===== src/rtl/opdec_pkg.sv =====
package opdec_pkg;

  typedef enum logic [1:0] {
    TAG_NONE = 2'b00,
    TAG_IX   = 2'b01,
    TAG_IY   = 2'b10,
    TAG_EXT  = 2'b11
  } tag_t;

  typedef enum logic [1:0] {
    OUT_INS,
    OUT_CMD,
    OUT_BAD
  } outKind_t;

  typedef enum logic [2:0] {
    ST_IDLE,
    ST_IDX,
    ST_EXT,
    ST_ESC,
    ST_ARG,
    ST_EMIT
  } state_t;

  // strobes from control to datapath
  typedef struct packed {
    logic ldOpcode;
    logic ldCode;
    logic ldOperand;
    logic clrOperand;
    logic ldFlags;
    logic regArg;
    logic hasOp;
    logic setTag;
    tag_t tagVal;
    logic clrTag;
  } strobe_t;

endpackage


===== src/rtl/opdec_datapath.sv =====
module opdec_datapath
  import opdec_pkg::*;
#(
  parameter int DATA_W = 8
) (
  input  logic              clk,
  input  logic              rst,
  input  logic [DATA_W-1:0] inByte,
  input  strobe_t           stb,
  output logic [DATA_W-1:0] opcodeQ,
  output logic [DATA_W-1:0] codeQ,
  output logic [DATA_W-1:0] operandQ,
  output tag_t              tagQ,
  output logic              regArgQ,
  output logic              hasOpQ
);

  always_ff @(posedge clk) begin
    if (rst) begin
      opcodeQ  <= '0;
      codeQ    <= '0;
      operandQ <= '0;
      tagQ     <= TAG_NONE;
      regArgQ  <= 1'b0;
      hasOpQ   <= 1'b0;
    end else begin
      if (stb.ldOpcode) opcodeQ <= inByte;
      if (stb.ldCode) codeQ <= inByte;
      if (stb.ldOperand) operandQ <= inByte;
      else if (stb.clrOperand) operandQ <= '0;
      if (stb.ldFlags) begin
        regArgQ <= stb.regArg;
        hasOpQ  <= stb.hasOp;
      end
      if (stb.setTag) tagQ <= stb.tagVal;
      else if (stb.clrTag) tagQ <= TAG_NONE;
    end
  end

  // a cleared tag stays cleared until a prefix sets it again
  a_r10_tag_cleared: assert property (@(posedge clk) disable iff (rst)
    (stb.clrTag && !stb.setTag) |=> (tagQ == TAG_NONE));

endmodule


===== src/rtl/opdec_ctrl.sv =====
module opdec_ctrl
  import opdec_pkg::*;
#(
  parameter int DATA_W = 8,
  parameter logic [DATA_W-1:0] PFX_IX  = 8'hDD,
  parameter logic [DATA_W-1:0] PFX_IY  = 8'hFD,
  parameter logic [DATA_W-1:0] PFX_EXT = 8'hED,
  parameter logic [DATA_W-1:0] ESC_SEL = 8'hFF,
  parameter logic [DATA_W-1:0] CMD_ROT = 8'h01,
  parameter logic [DATA_W-1:0] CMD_HAD = 8'h03
) (
  input  logic              clk,
  input  logic              rst,
  input  logic              inValid,
  input  logic [DATA_W-1:0] inByte,
  output logic              inReady,
  output strobe_t           stb,
  output logic              insValid,
  output logic              cmdValid,
  output logic              cmdIllegal
);

  state_t   stateQ, nextState;
  outKind_t kindQ, nextKind;
  logic     accept;

  assign inReady = (stateQ != ST_EMIT);
  assign accept  = inValid && inReady;

  always_comb begin
    nextState = stateQ;
    nextKind  = kindQ;
    stb       = '0;
    unique case (stateQ)
      ST_IDLE: if (accept) begin
        if (inByte == PFX_IX) begin
          stb.setTag = 1'b1;
          stb.tagVal = TAG_IX;
          nextState  = ST_IDX;
        end else if (inByte == PFX_IY) begin
          stb.setTag = 1'b1;
          stb.tagVal = TAG_IY;
          nextState  = ST_IDX;
        end else if (inByte == PFX_EXT) begin
          nextState = ST_EXT;
        end else begin
          stb.ldOpcode = 1'b1;
          nextKind     = OUT_INS;
          nextState    = ST_EMIT;
        end
      end
      ST_IDX: if (accept) begin
        stb.ldOpcode = 1'b1;
        nextKind     = OUT_INS;
        nextState    = ST_EMIT;
      end
      ST_EXT: if (accept) begin
        if (inByte == ESC_SEL) begin
          nextState = ST_ESC;
        end else begin
          stb.ldOpcode = 1'b1;
          stb.setTag   = 1'b1;
          stb.tagVal   = TAG_EXT;
          nextKind     = OUT_INS;
          nextState    = ST_EMIT;
        end
      end
      ST_ESC: if (accept) begin
        stb.ldCode  = 1'b1;
        stb.ldFlags = 1'b1;
        if (inByte == CMD_ROT) begin
          stb.regArg     = 1'b1;
          stb.clrOperand = 1'b1;
          nextKind       = OUT_CMD;
          nextState      = ST_EMIT;
        end else if (inByte == CMD_HAD) begin
          stb.hasOp = 1'b1;
          nextState = ST_ARG;
        end else begin
          stb.clrOperand = 1'b1;
          nextKind       = OUT_BAD;
          nextState      = ST_EMIT;
        end
      end
      ST_ARG: if (accept) begin
        stb.ldOperand = 1'b1;
        nextKind      = OUT_CMD;
        nextState     = ST_EMIT;
      end
      ST_EMIT: begin
        stb.clrTag = 1'b1;
        nextState  = ST_IDLE;
      end
      default: nextState = ST_IDLE;
    endcase
  end

  always_ff @(posedge clk) begin
    if (rst) begin
      stateQ <= ST_IDLE;
      kindQ  <= OUT_INS;
    end else begin
      stateQ <= nextState;
      kindQ  <= nextKind;
    end
  end

  assign insValid   = (stateQ == ST_EMIT) && (kindQ == OUT_INS);
  assign cmdValid   = (stateQ == ST_EMIT) && (kindQ == OUT_CMD);
  assign cmdIllegal = (stateQ == ST_EMIT) && (kindQ == OUT_BAD);

  // reset leaves the decoder idle and quiet
  a_r1_reset_idle: assert property (@(posedge clk)
    rst |=> (inReady && !insValid && !cmdValid && !cmdIllegal));

  // result pulses are exclusive and last one cycle
  a_r9_exclusive: assert property (@(posedge clk) disable iff (rst)
    $onehot0({insValid, cmdValid, cmdIllegal}));
  a_r9_single_pulse: assert property (@(posedge clk) disable iff (rst)
    (insValid || cmdValid || cmdIllegal) |=> !(insValid || cmdValid || cmdIllegal));

  // the byte after an escape pair never yields a normal instruction
  a_r5_escape_diverted: assert property (@(posedge clk) disable iff (rst)
    (stateQ == ST_ESC && accept) |=> !insValid);

  // the rotation code completes without an operand byte
  a_r6_rot_immediate: assert property (@(posedge clk) disable iff (rst)
    (stateQ == ST_ESC && accept && inByte == CMD_ROT) |=> cmdValid);

  // unknown codes flag illegal instead of a command
  a_r8_unknown_code: assert property (@(posedge clk) disable iff (rst)
    (stateQ == ST_ESC && accept && inByte != CMD_ROT && inByte != CMD_HAD)
      |=> (cmdIllegal && !cmdValid));

  // an idle input cycle produces nothing and holds the state
  a_r11_gap_holds: assert property (@(posedge clk) disable iff (rst)
    (!inValid && stateQ != ST_EMIT) |=> ($stable(stateQ) && !insValid && !cmdValid && !cmdIllegal));

endmodule


===== src/rtl/op_prefix_decoder.sv =====
module op_prefix_decoder
  import opdec_pkg::*;
#(
  parameter int DATA_W = 8,
  parameter logic [DATA_W-1:0] PFX_IX  = 8'hDD,
  parameter logic [DATA_W-1:0] PFX_IY  = 8'hFD,
  parameter logic [DATA_W-1:0] PFX_EXT = 8'hED,
  parameter logic [DATA_W-1:0] ESC_SEL = 8'hFF,
  parameter logic [DATA_W-1:0] CMD_ROT = 8'h01,
  parameter logic [DATA_W-1:0] CMD_HAD = 8'h03
) (
  input  logic              clk,
  input  logic              rst,
  input  logic              inValid,
  input  logic [DATA_W-1:0] inByte,
  output logic              inReady,
  output logic              insValid,
  output logic [DATA_W-1:0] insOpcode,
  output logic [1:0]        insTag,
  output logic              cmdValid,
  output logic              cmdIllegal,
  output logic [DATA_W-1:0] cmdCode,
  output logic              cmdRegArg,
  output logic              cmdHasOperand,
  output logic [DATA_W-1:0] cmdOperand
);

  strobe_t stb;
  tag_t    tagQ;

  opdec_ctrl #(
    .DATA_W (DATA_W),
    .PFX_IX (PFX_IX),
    .PFX_IY (PFX_IY),
    .PFX_EXT(PFX_EXT),
    .ESC_SEL(ESC_SEL),
    .CMD_ROT(CMD_ROT),
    .CMD_HAD(CMD_HAD)
  ) uCtrl (
    .clk       (clk),
    .rst       (rst),
    .inValid   (inValid),
    .inByte    (inByte),
    .inReady   (inReady),
    .stb       (stb),
    .insValid  (insValid),
    .cmdValid  (cmdValid),
    .cmdIllegal(cmdIllegal)
  );

  opdec_datapath #(
    .DATA_W(DATA_W)
  ) uData (
    .clk     (clk),
    .rst     (rst),
    .inByte  (inByte),
    .stb     (stb),
    .opcodeQ (insOpcode),
    .codeQ   (cmdCode),
    .operandQ(cmdOperand),
    .tagQ    (tagQ),
    .regArgQ (cmdRegArg),
    .hasOpQ  (cmdHasOperand)
  );

  assign insTag = tagQ;

endmodule


===== config.mk =====
export PLATFORM = sky130hd
export DESIGN_NAME = op_prefix_decoder
export DESIGN_NICKNAME = d
export VERILOG_FILES = /design/src/rtl/opdec_pkg.sv /design/src/rtl/opdec_datapath.sv /design/src/rtl/opdec_ctrl.sv /design/src/rtl/op_prefix_decoder.sv
export SDC_FILE = /design/constraint.sdc
export NUM_CORES = 1
export LEC_CHECK = 0
export CORE_MARGIN = 5
export CORE_UTILIZATION = 44
export CTS_CLUSTER_DIAMETER = 30
export CTS_CLUSTER_SIZE = 24
export DETAILED_ROUTE_END_ITERATION = 16
export DONT_BUFFER_PORTS = 1
export PLACE_DENSITY = 0.69
export SYNTH_ARGS = -nofsm -noshare
export SYNTH_HDL_FRONTEND = slang
export SYNTH_SLANG_ARGS = --single-unit
export TNS_END_PERCENT = 10

===== constraint.sdc =====
create_clock -name clk -period 2.21 [get_ports clk]
set_clock_uncertainty 0.05 [all_clocks]
set_input_delay 0.3315 -clock clk [delete_from_list [all_inputs] [get_ports clk]]
set_output_delay 0.3315 -clock clk [all_outputs]
set_load 0.02 [all_outputs]

Yosys cells after proc, flatten, opt, wreduce, memory -nomap -nowiden
Cells that the tools add are included.
{"block": "word_totals", "ff_bits": 33, "word_cells": 96, "output_inout_bits": 32}
{"block": "op_classes", "n_reduce_logical": 12, "n_eq_ne": 25, "n_mux": 51}
{"op": "$mux W3", "count": 13}
{"op": "$eq A8 B8 Y1 const B", "count": 4}
{"op": "$mux W2", "count": 13}
{"op": "$mux W1", "count": 17}
{"op": "$mux W8", "count": 2}
{"op": "$ne A2 B1 Y1 const B", "count": 6}
{"op": "$pmux W3 S4", "count": 1}
{"op": "$reduce_and A11 Y1", "count": 1}
{"op": "$pmux W2 S5", "count": 1}
{"op": "$eq A8 B1 Y1 const B", "count": 1}
{"op": "$eq A8 B2 Y1 const B", "count": 1}
{"op": "$mux W4", "count": 2}
{"op": "$ne A2 B2 Y1 const B", "count": 4}
{"op": "$eq A3 B2 Y1 const B", "count": 2}
{"op": "$eq A3 B3 Y1 const B", "count": 2}
{"op": "$pmux W3 S2", "count": 1}
{"op": "$reduce_bool A5 Y1", "count": 1}
{"op": "$logic_and A1 B1 Y1", "count": 4}
{"op": "$reduce_and A4 Y1", "count": 1}
{"op": "$reduce_bool A2 Y1", "count": 2}
{"op": "$eq A3 B1 Y1 const B", "count": 1}
{"op": "$logic_not A3 Y1", "count": 1}
{"op": "$ne A3 B2 Y1 const B", "count": 1}
{"op": "$ne A3 B3 Y1 const B", "count": 1}
{"op": "5 further kinds", "count": 5}

Depth between registers and ports, before layout
Gate-level depths: netlist of the first run.
{"block": "depth", "ltp_word": 7, "ltp_mapped": 7, "depth_no_buf": 5}

By module
From an unflattened synthesis of the first run, not the netlist that was laid out.
{"block": "hier_totals", "hier_cells": 187, "hier_area_um2": 1660.3}
{"mod": "opdec_datapath", "n_inst": 1, "area_per_inst_um2": 1097.3, "cells_per_inst": 103, "seq_area_each_um2": 560.5}
{"mod": "opdec_ctrl", "n_inst": 1, "area_per_inst_um2": 563.0, "cells_per_inst": 84, "seq_area_each_um2": 100.1}

Worst setup path before layout of the first run
Ideal clock, no wire load.
{"block": "synth_timing", "kind": "register to output", "startpoint": "register uCtrl.stateQ[1]", "endpoint": "output cmdIllegal", "path_stages_with_launch": 4, "path_buffers": 1, "setup_slack_ps": 394, "arrival_time_ps": 1435, "path_cell_list": "dfxtp_1 > buf_2 > nand3b_1 > nor3b_1"}
{"block": "synth_via", "elab_chain_cells": 2}
{"item": "from (decl)", "line": "opdec_ctrl.sv:23", "text": "state_t stateQ, nextState;"}
{"item": "from (signal assigned)", "line": "opdec_ctrl.sv:103", "text": "stateQ <= nextState;"}
{"item": "$eq A3 B3 Y1", "line": "opdec_ctrl.sv:110", "text": "assign cmdIllegal = (stateQ == ST_EMIT) && (kindQ == OUT_BAD);"}
{"item": "$logic_and A1 B1 Y1", "line": "opdec_ctrl.sv:110"}
{"item": "to (decl)", "line": "op_prefix_decoder.sv:21", "text": "output logic cmdIllegal,"}
Every way passes these cells.

Final worst setup path of the first run
{"block": "layout_timing", "startpoint": "register uCtrl.stateQ[2]", "endpoint": "output cmdValid"}
{"block": "layout_via", "elab_chain_cells": 2}
{"item": "$eq A3 B3 Y1", "line": "opdec_ctrl.sv:109", "text": "assign cmdValid = (stateQ == ST_EMIT) && (kindQ == OUT_CMD);"}
{"item": "$logic_and A1 B1 Y1", "line": "opdec_ctrl.sv:109"}
{"item": "to (decl)", "line": "op_prefix_decoder.sv:20", "text": "output logic cmdValid,"}
Every way passes these cells.

==> reports/metrics.yaml, run 1 <==
outcome: "finished clean"
synthArstFlopShare_pct: 0
dp_hpwl_um: 2660
power_frac_comb_pct: 9.3
grt_usage_pct: 15.7
ys_warn_count: 0
netSwitchingPower_mw: 0.293
antenna_found_initial: 0
path_cells: "nand3b_1, nor3b_1, buf_4"
fin_cells: 223
drcViolationCount: 0
slew_headroom_pct: 54.5
clk_pin_slew_ns: 0.09
tightest_slew_ns: 0.680
grt_pass1_vias: 1201
fmax_mhz: 480
hold_path_class: "input pin to register"
start_util_pct: 45.8
grt_pass1_wl_um: 6090
maxCapViolations: 0
vias: 1300
design.core.area_mm2: 0.00336
timing_max_transition_violations_final: 0
gp_congestion: 0.852
p_leak_nw: 0.590
ys_seq_area_share_pct: 42.9
period_share_pct: 94.3
required_ns: 1.83
synth_edf_count: 0
ys_top_cells_by_area: "dfxtp_1, nand2_1, mux2i_1, nor2_1, a21oi_1"
ios: 43
cts_made_buffers: 5
routed_wl_um: 3810
netlist.area_leader.share_pct: 42.9
cp_max_fo: 11
synth_area_mm2: 0.00154
min_path_cells: 1
worst_setup_path_start_kind: "register"
p_seq_share_pct: 53.7
p_int_mw: 0.942
worst_path_max_delay_cell: "dfxtp_1"
dp_cells: 212
finalSetupViolCount: 0
n_antenna_cell: 0
p_per_area_mw_per_mm2: 745
clock_path_buffers: 2
yosysTopAreaCell: "dfxtp_1"
dieWidth_um: 69.2
path_class: "register to output port"
post_drt_wl_per_cell_um: 17.1
power_frac_clock_pct: 37.0
post_cts_buffers: 0
ys_types: 43
setup_ws_ns: 0.127
rows: 21
port_buffers: 0
syn-num-nets: 189
r2r_cells: 5
layout.nets: 187
r2r_setup_slack_ns: 0.34
peakVddDrop_v: 0.000391
clkSinkCount: 33
gr-total-overflow: 0
clock_latency_ns: 0.32
dpl_worst_slack_ns: 0.361
drt_iter0_drc: 124
avgViaCountPerCell: 5.83
rsz0062_at_grt: "false"
finalCriticalPeriod_ns: 2.08
finalHoldViolCount: 0
synthFlopType: "dfxtp_1"
synth_cells: 178
area_delta_synth_final_pct: 7.64
detail_route.first_pass.iterations: 5
swShare_pct: 23.8
fin_setup_tns_ns: 0
htreeDepth: 2
arrival_ns: 1.70
root_buffer: "clkbuf_4"
postSynthAreaPerCell_um2: 8.65
ant_nets: 0
synth_seq_cells: 33
endpoint_kind: "output port"
grt_max_degree: 36
slowest_delay_ns: 0.51
drive_gt1_share_pct: 14.1
cts_tree: "built"
dieHeight_um: 69.2
die_area_mm2: 0.00478
==> state kept, by name, indices dropped and copies added, names as in the netlist <==
register,flops
uCtrl.kindQ,2
uCtrl.stateQ,3
uData.codeQ,8
uData.hasOpQ,1
uData.opcodeQ,8
uData.operandQ,8
uData.regArgQ,1
uData.tagQ,2
==> cells by family after synthesis <==
family / count (synthesis) / share of synthesized area, %
AOI/OAI and AO/OA: 31 / 13.7
xor gates and xnor gates: 1 / 0.569
buffers and inverters: 17 / 5.61
DFF: 33 / 42.9
muxes: 11 / 7.80
and+or+nand+nor: 85 / 29.4
==> cells in the final DEF (no fill, tap or decap), types with 2 or more instances in the layout <==
cell type      synthesis  final
nand2_1               26     26
dlygate4sd3_1          0      3
a31oi_1                3      3
a22oi_1                8      8
inv_1                  2      2
nor3_1                 3      3
nand3_1                3      3
nor3b_1                2      2
nand4_1                2      2
buf_4                  2      3
mux2i_1                9      9
a21oi_1               14     14
mux2_4                 2      2
nor2_1                24     24
nor2b_1                3      3
nor4_1                 4      4
dfxtp_1               33     32
clkbuf_4               0      5
a21oi_2                2      2
nand3b_1               2      2
==> power by group through the flow <==
| stage | logic, mW | registers (mW) | clock network, mW |
|---|---|---|---|
| 2_1_floorplan | 0.121 | 0.664 | 0 |
| 6_report | 0.115 | 0.663 | 0.457 |
| 4_1_cts | 0.103 | 0.663 | 0.470 |
| 5_1_grt | 0.129 | 0.668 | 0.502 |
| 3_3_place_gp | 0.0982 | 0.675 | 0 |
| 3_5_place_dp | 0.103 | 0.677 | 0 |
==> layer usage <==
layer	up-vias	part of all wire, %	global-route usage [%]
met5	-	0	0
met4	0	0.47	4.99
met3	4	12	8.72
met2	66	48	24.3
met1	611	40	18.3
li1	619	-	-
==> worst paths after layout <==
path	startpoint	endpoint
max	uCtrl.stateQ[2]	cmdValid
min	rst	uData.tagQ[1]
max reg2reg	uCtrl.stateQ[2]	uCtrl.kindQ[0]
min reg2reg	uCtrl.kindQ[1]	uCtrl.kindQ[1]
==> critical path, delay by kind of cell, from the launching register on <==
kind / cells / cell delay (ns)
buffers and inverters: 1 / 0.18
flip-flops: 1 / 0.51
AND/OR/NAND/NOR: 2 / 0.69
==> layout make-up <==
type,instances,area [µm²]
clock buffer,7,55.1
clock inverter,1,30.0
fill,341,1710
inverter,2,7.51
multi-input combinational,128,793
sequential,33,662
tap,46,57.6
timing repair buffer,6,52.6
==> per-stage QoR <==
| step | hold WS (ns) | util (%) | cell area (µm²) | power (mW) |
|---|---|---|---|---|
| finish | 0.0214 | 49.3 | 1660 | 1.24 |
| global route | 0.00366 | 49.3 | 1660 | 1.30 |
| CTS | 0.00716 | 48.4 | 1630 | 1.24 |
| detailed placement | 0.356 | 45.8 | 1540 | 0.780 |
| global placement | 0.349 | 45.8 | 1540 | 0.773 |
| floorplan | 0.418 | - | 1540 | 0.785 |
==> repair_timing <==
| item | CTS | global route |
|---|---|---|
| setup endpoints to repair | 0 | 2 |
| hold endpoints to repair | 0 | 18 |
| hold buffers | 0 | 3 |
| resized for setup | 0 | 1 |
==> Yosys cell counts (all sizes together) (2+ instances only) <==
library cell,n
nand2,26
dfxtp,33
nor3b,2
nand3,4
nand4,3
buf,10
nor2b,3
a22oi,8
a31oi,3
a21oi,16
clkbuf,5
nand3b,3
mux2i,9
nor3,4
mux2,2
inv,2
nor2,25
nor4,5
Note: power is estimated with default switching activity, not from simulation.
==> inputs of run 2 (changes only) <==
- PLACE_DENSITY: 0.69 -> 0.71
- clock period: 2.21 -> 1.9 ns (I/O delays scaled with it)
==> reports/metrics.yaml, run 2 (synthesized netlist as in run 1, its figures left out) <==
finalHoldViolCount: 0  # unchanged
drt_iter0_drc: 92  # -26%
dp_hpwl_um: 2580  # -3.0%
cts_tree: "built"
timing_max_transition_violations_final: 0  # unchanged
antenna_found_initial: 0  # unchanged
reg_top3: "uData.codeQ (8), uData.opcodeQ (8), uData.operandQ (8)"
grt_usage_pct: 15.1  # -0.52 points
port_buffers: 0  # unchanged
hold_path.startpoint: "inByte[7]"
arrival_ns: 1.44  # -0.26 ns
p_leak_nw: 0.587  # -0.59%
grt_pass1_vias: 1199  # -0.17%
grt_pass1_wl_um: 5930  # -2.5%
power_mw: 1.44  # +17%
gp_congestion: 0.877  # +2.9%
finalSetupViolCount: 0  # unchanged
die_area_mm2: 0.00478  # unchanged
required_ns: 1.56  # -0.27 ns
cts_made_buffers: 5  # unchanged
final_design_area_no_fill_mm2: 0.00165  # -0.60%
ios: 43  # unchanged
finalCriticalPeriod_ns: 1.77
outcome: "finished clean"
dieWidth_um: 69.2  # unchanged
rsz0062_at_grt: "false"
r2r_cells: 4  # -1
tightest_slew_ns: 1.08  # +0.398 ns
vias: 1260  # -3.1%
hold_path_class: "input pin to register"
layout.nets: 186  # -0.53%
drive_gt1_share_pct: 15.9  # +1.8 points
endpoint_kind: "output port"
period_share_pct: 93.2
timing.critical_path.from: "uCtrl.stateQ[1]"
htreeDepth: 2  # unchanged
rows: 21  # unchanged
root_buffer: "clkbuf_4"
detail_route.first_pass.iterations: 4  # -1
post_cts_buffers: 0  # unchanged
grt_max_degree: 32  # -11%
dpl_cell_area_mm2: 0.00155  # +0.49%
dieHeight_um: 69.2  # unchanged
fin_setup_tns_ns: 0  # unchanged
clock_path_buffers: 2  # unchanged
path_class: "register to output port"
start_util_pct: 45.8  # unchanged
crit-reg2reg-launch: "uCtrl.stateQ[2]"
drcViolationCount: 0  # unchanged
routed_wl_um: 3570  # -6.1%
slew_headroom_pct: 27.8  # -27 points
maxCapViolations: 0  # unchanged
clkSinkCount: 33  # unchanged
layout_common_cells: "dfxtp_1, nand2_1, nor2_1"
ant_nets: 0  # unchanged
p_per_area_mw_per_mm2: 874  # +17%
design.core.area_mm2: 0.00336  # unchanged
post_drt_wl_per_cell_um: 16.1  # -5.7%
area_delta_synth_final_pct: 6.99
n_antenna_cell: 0  # unchanged
fmax_mhz: 565
clk_pin_slew_ns: 0.10  # about the same
worst_setup_path_start_kind: "register"
peakVddDrop_v: 0.000451  # +15%
clock_latency_ns: 0.33  # about the same
avgViaCountPerCell: 5.68  # -2.6%
gr-total-overflow: 0  # unchanged
cp_max_fo: 12  # +1
final_common_cell: "dfxtp_1"
min_path_cells: 2  # +1
[run 2: cell count changes in the layout (fill, tap and decap cells not counted)]
cell	before	now
dlygate4sd3_1	3	1
dfxtp_1	32	30
buf_4	3	4
dfxtp_2	1	3
[run 2: layout make-up]
cell class	count	area, µm²
fillers	347	1720
clock inverters	1	30.0
repair buffers	5	40.0
flip-flops and latches	33	664
inverters	2	7.51
well taps	46	57.6
multi-input cells	128	793
clock buffers	7	55.1
[run 2: metrics by stage]
stage	setup WS [ns]	utilization, %	instances	hold slack [ns]
detailed placement	0.0695	46.1	213	0.303
floorplan	0.130	-	178	0.371
global route	0.0355	49.0	222	0.0282
global placement	0.129	46.1	213	0.302
finish	0.130	49.0	222	0.0296
CTS	0.0252	48.9	222	0.0283
[run 2: repair_timing]
action | CTS | global route
endpoints found under the hold margin | 31 | 0
hold buffers | 1 | 0
resized for setup | 0 | 3
setup endpoints to repair | 0 | 11
[run 2: metal layers]
layer | wire length (µm) | vias to the layer above | global-route usage (%)
met5 | 0 | - | 0
met4 | 17 | 0 | 5.86
met1 | 1480 | 583 | 18.1
met3 | 377 | 2 | 6.98
met2 | 1700 | 60 | 23.5
li1 | - | 615 | -
[run 2: critical path, cell delays in order, from the launching register on]
cell,delay (ns)
dfxtp_2,0.38
nand3b_1,0.29
nor3b_1,0.26
buf_4,0.17
[run 2: report_power, final]
part / switching, mW / total (mW) / internal, mW
sequential: 0.0529 / 0.772 / 0.719
clock: 0.223 / 0.537 / 0.314
combinational: 0.0691 / 0.130 / 0.0611
total: 0.345 / 1.44 / 1.09
[run 2: final timing paths]
check                           slack [ns]        endpoint
worst min register to register        0.49  uCtrl.kindQ[1]
worst max register to register        0.14  uCtrl.kindQ[0]
worst min-delay path                  0.03  uData.codeQ[7]
worst max-delay path                  0.13      cmdIllegal
==> inputs of run 3 (changes only) <==
- CORE_ASPECT_RATIO: not set -> 1.1
==> reports/metrics.yaml, run 3 (synthesized netlist as in run 1, its figures left out) <==
finalHoldViolCount: 0  # unchanged
finalSetupViolCount: 0  # unchanged
final_common_cell: "dfxtp_1"
ant_nets: 0  # unchanged
drt_iter0_drc: 80  # -13%
n_antenna_cell: 0  # unchanged
gp_congestion: 0.883  # +0.74%
port_buffers: 0  # unchanged
power_mw: 1.44  # +0.34%
cts_tree: "built"
clk_pin_slew_ns: 0.10  # about the same
grt_usage_pct: 16.1  # +0.98 points
slew_headroom_pct: 27.7  # -0.19 points
grt_max_degree: 32  # unchanged
start_util_pct: 45.9  # +0.068 points
design.core.area_mm2: 0.00336  # -0.15%
cp_max_fo: 11  # -1
timing_max_transition_violations_final: 0  # unchanged
drive_gt1_share_pct: 16.4  # +0.48 points
vias: 1278  # +1.4%
root_buffer: "clkbuf_4"
peakVddDrop_v: 0.000376  # -17%
htreeDepth: 2  # unchanged
arrival_ns: 1.97  # +0.53 ns
period_share_pct: 94.6  # +1.4 points
rows: 22  # +4.8%
die_area_mm2: 0.00478  # about the same
layout_common_cells: "dfxtp_1, nand2_1, nor2_1"
tightest_slew_ns: 1.08  # +0.00290 ns
antenna_found_initial: 0  # unchanged
p_per_area_mw_per_mm2: 871  # -0.27%
finalCriticalPeriod_ns: 1.80  # +0.0274 ns
path_class: "register to register"
grt_pass1_vias: 1241  # +3.5%
min_path_cells: 2  # unchanged
grt_pass1_wl_um: 5930  # -0.12%
maxCapViolations: 0  # unchanged
fin_setup_tns_ns: 0  # unchanged
clock_path_buffers: 2  # unchanged
required_ns: 2.08  # +0.52 ns
rsz0062_at_grt: "false"
avgViaCountPerCell: 5.68  # about the same
p_leak_nw: 0.592  # +0.93%
post_drt_wl_per_cell_um: 16.4  # +1.9%
routed_wl_um: 3690  # +3.3%
r2r_cells: 4  # unchanged
gr-total-overflow: 0  # unchanged
clock_latency_ns: 0.33  # about the same
dieWidth_um: 66.4  # -4.0%
hold_path_class: "input pin to register"
ios: 43  # unchanged
detail_route.first_pass.iterations: 4  # unchanged
drcViolationCount: 0  # unchanged
clkSinkCount: 33  # unchanged
worst_setup_path_start_kind: "register"
endpoint_kind: "register"
fmax_mhz: 556  # -1.5%
layout.nets: 187  # +0.54%
dp_hpwl_um: 2690  # +4.2%
area_delta_synth_final_pct: 7.64
r2r_setup_slack_ns: 0.10  # -0.04 ns
outcome: "finished clean"
cts_made_buffers: 5  # unchanged
dieHeight_um: 72.1  # +4.2%
reg_top3: "uData.codeQ (8), uData.opcodeQ (8), uData.operandQ (8)"
-- run 3: critical path: stages (launching register included) --
cell and delay (ns):
dfxtp_2 0.38, or3_4 0.40, nor4_1 0.33, or4b_4 0.23
mux2_4 0.29
-- run 3: cell type report --
| cell class | count | area, µm² |
|---|---|---|
| inverter | 2 | 7.51 |
| tap | 48 | 60.1 |
| clock buffer | 7 | 55.1 |
| fill | 344 | 1700 |
| clock inverter | 1 | 30.0 |
| multi-input combinational | 128 | 793 |
| timing repair buffer | 6 | 47.5 |
| sequential | 33 | 664 |
-- run 3: final timing paths --
path	startpoint	to
worst max-delay path	uCtrl.stateQ[2]	uCtrl.kindQ[0]
worst min-delay path	inByte[4]	uData.codeQ[4]
worst max register to register	uCtrl.stateQ[2]	uCtrl.kindQ[0]
worst min register to register	uCtrl.kindQ[1]	uCtrl.kindQ[1]
-- run 3: metal layers --
layer  part of all wire (%)  wire, µm  track usage (%)  vias up
met2                     47      1750             24.1       80
li1                       -         -                -      620
met1                     40      1480             19.5      570
met3                     11       419             8.67        8
met4                    1.1        39             5.64        0
met5                      0         0                0        -
-- run 3: stage by stage --
step | util (%) | cells | instance area, µm² | setup slack (ns) | hold slack [ns]
4_1_cts | 49.3 | 225 | 1660 | 0.0137 | 0.00632
2_1_floorplan | - | 178 | 1540 | 0.130 | 0.371
3_3_place_gp | 46.4 | 216 | 1560 | 0.128 | 0.302
5_1_grt | 49.4 | 225 | 1660 | 0.00490 | 0.00472
6_report | 49.4 | 225 | 1660 | 0.103 | 0.0236
3_5_place_dp | 46.4 | 216 | 1560 | 0.0171 | 0.310
-- run 3: what timing repair did --
action                                 in CTS  in global routing
gates resized for setup                     1                  2
gates cloned                                0                  0
pin swaps                                   0                  0
hold buffers                                1                  0
setup endpoints to repair                   3                  4
endpoints found under the hold margin      31                  0
setup buffers                               0                  0
-- run 3: where the power goes --
group | total [mW] | switching (mW) | internal, mW | leakage (nW)
combinational | 0.133 | 0.0715 | 0.0615 | 0.277
sequential | 0.773 | 0.0533 | 0.719 | 0.269
clock | 0.539 | 0.225 | 0.314 | 0.0455
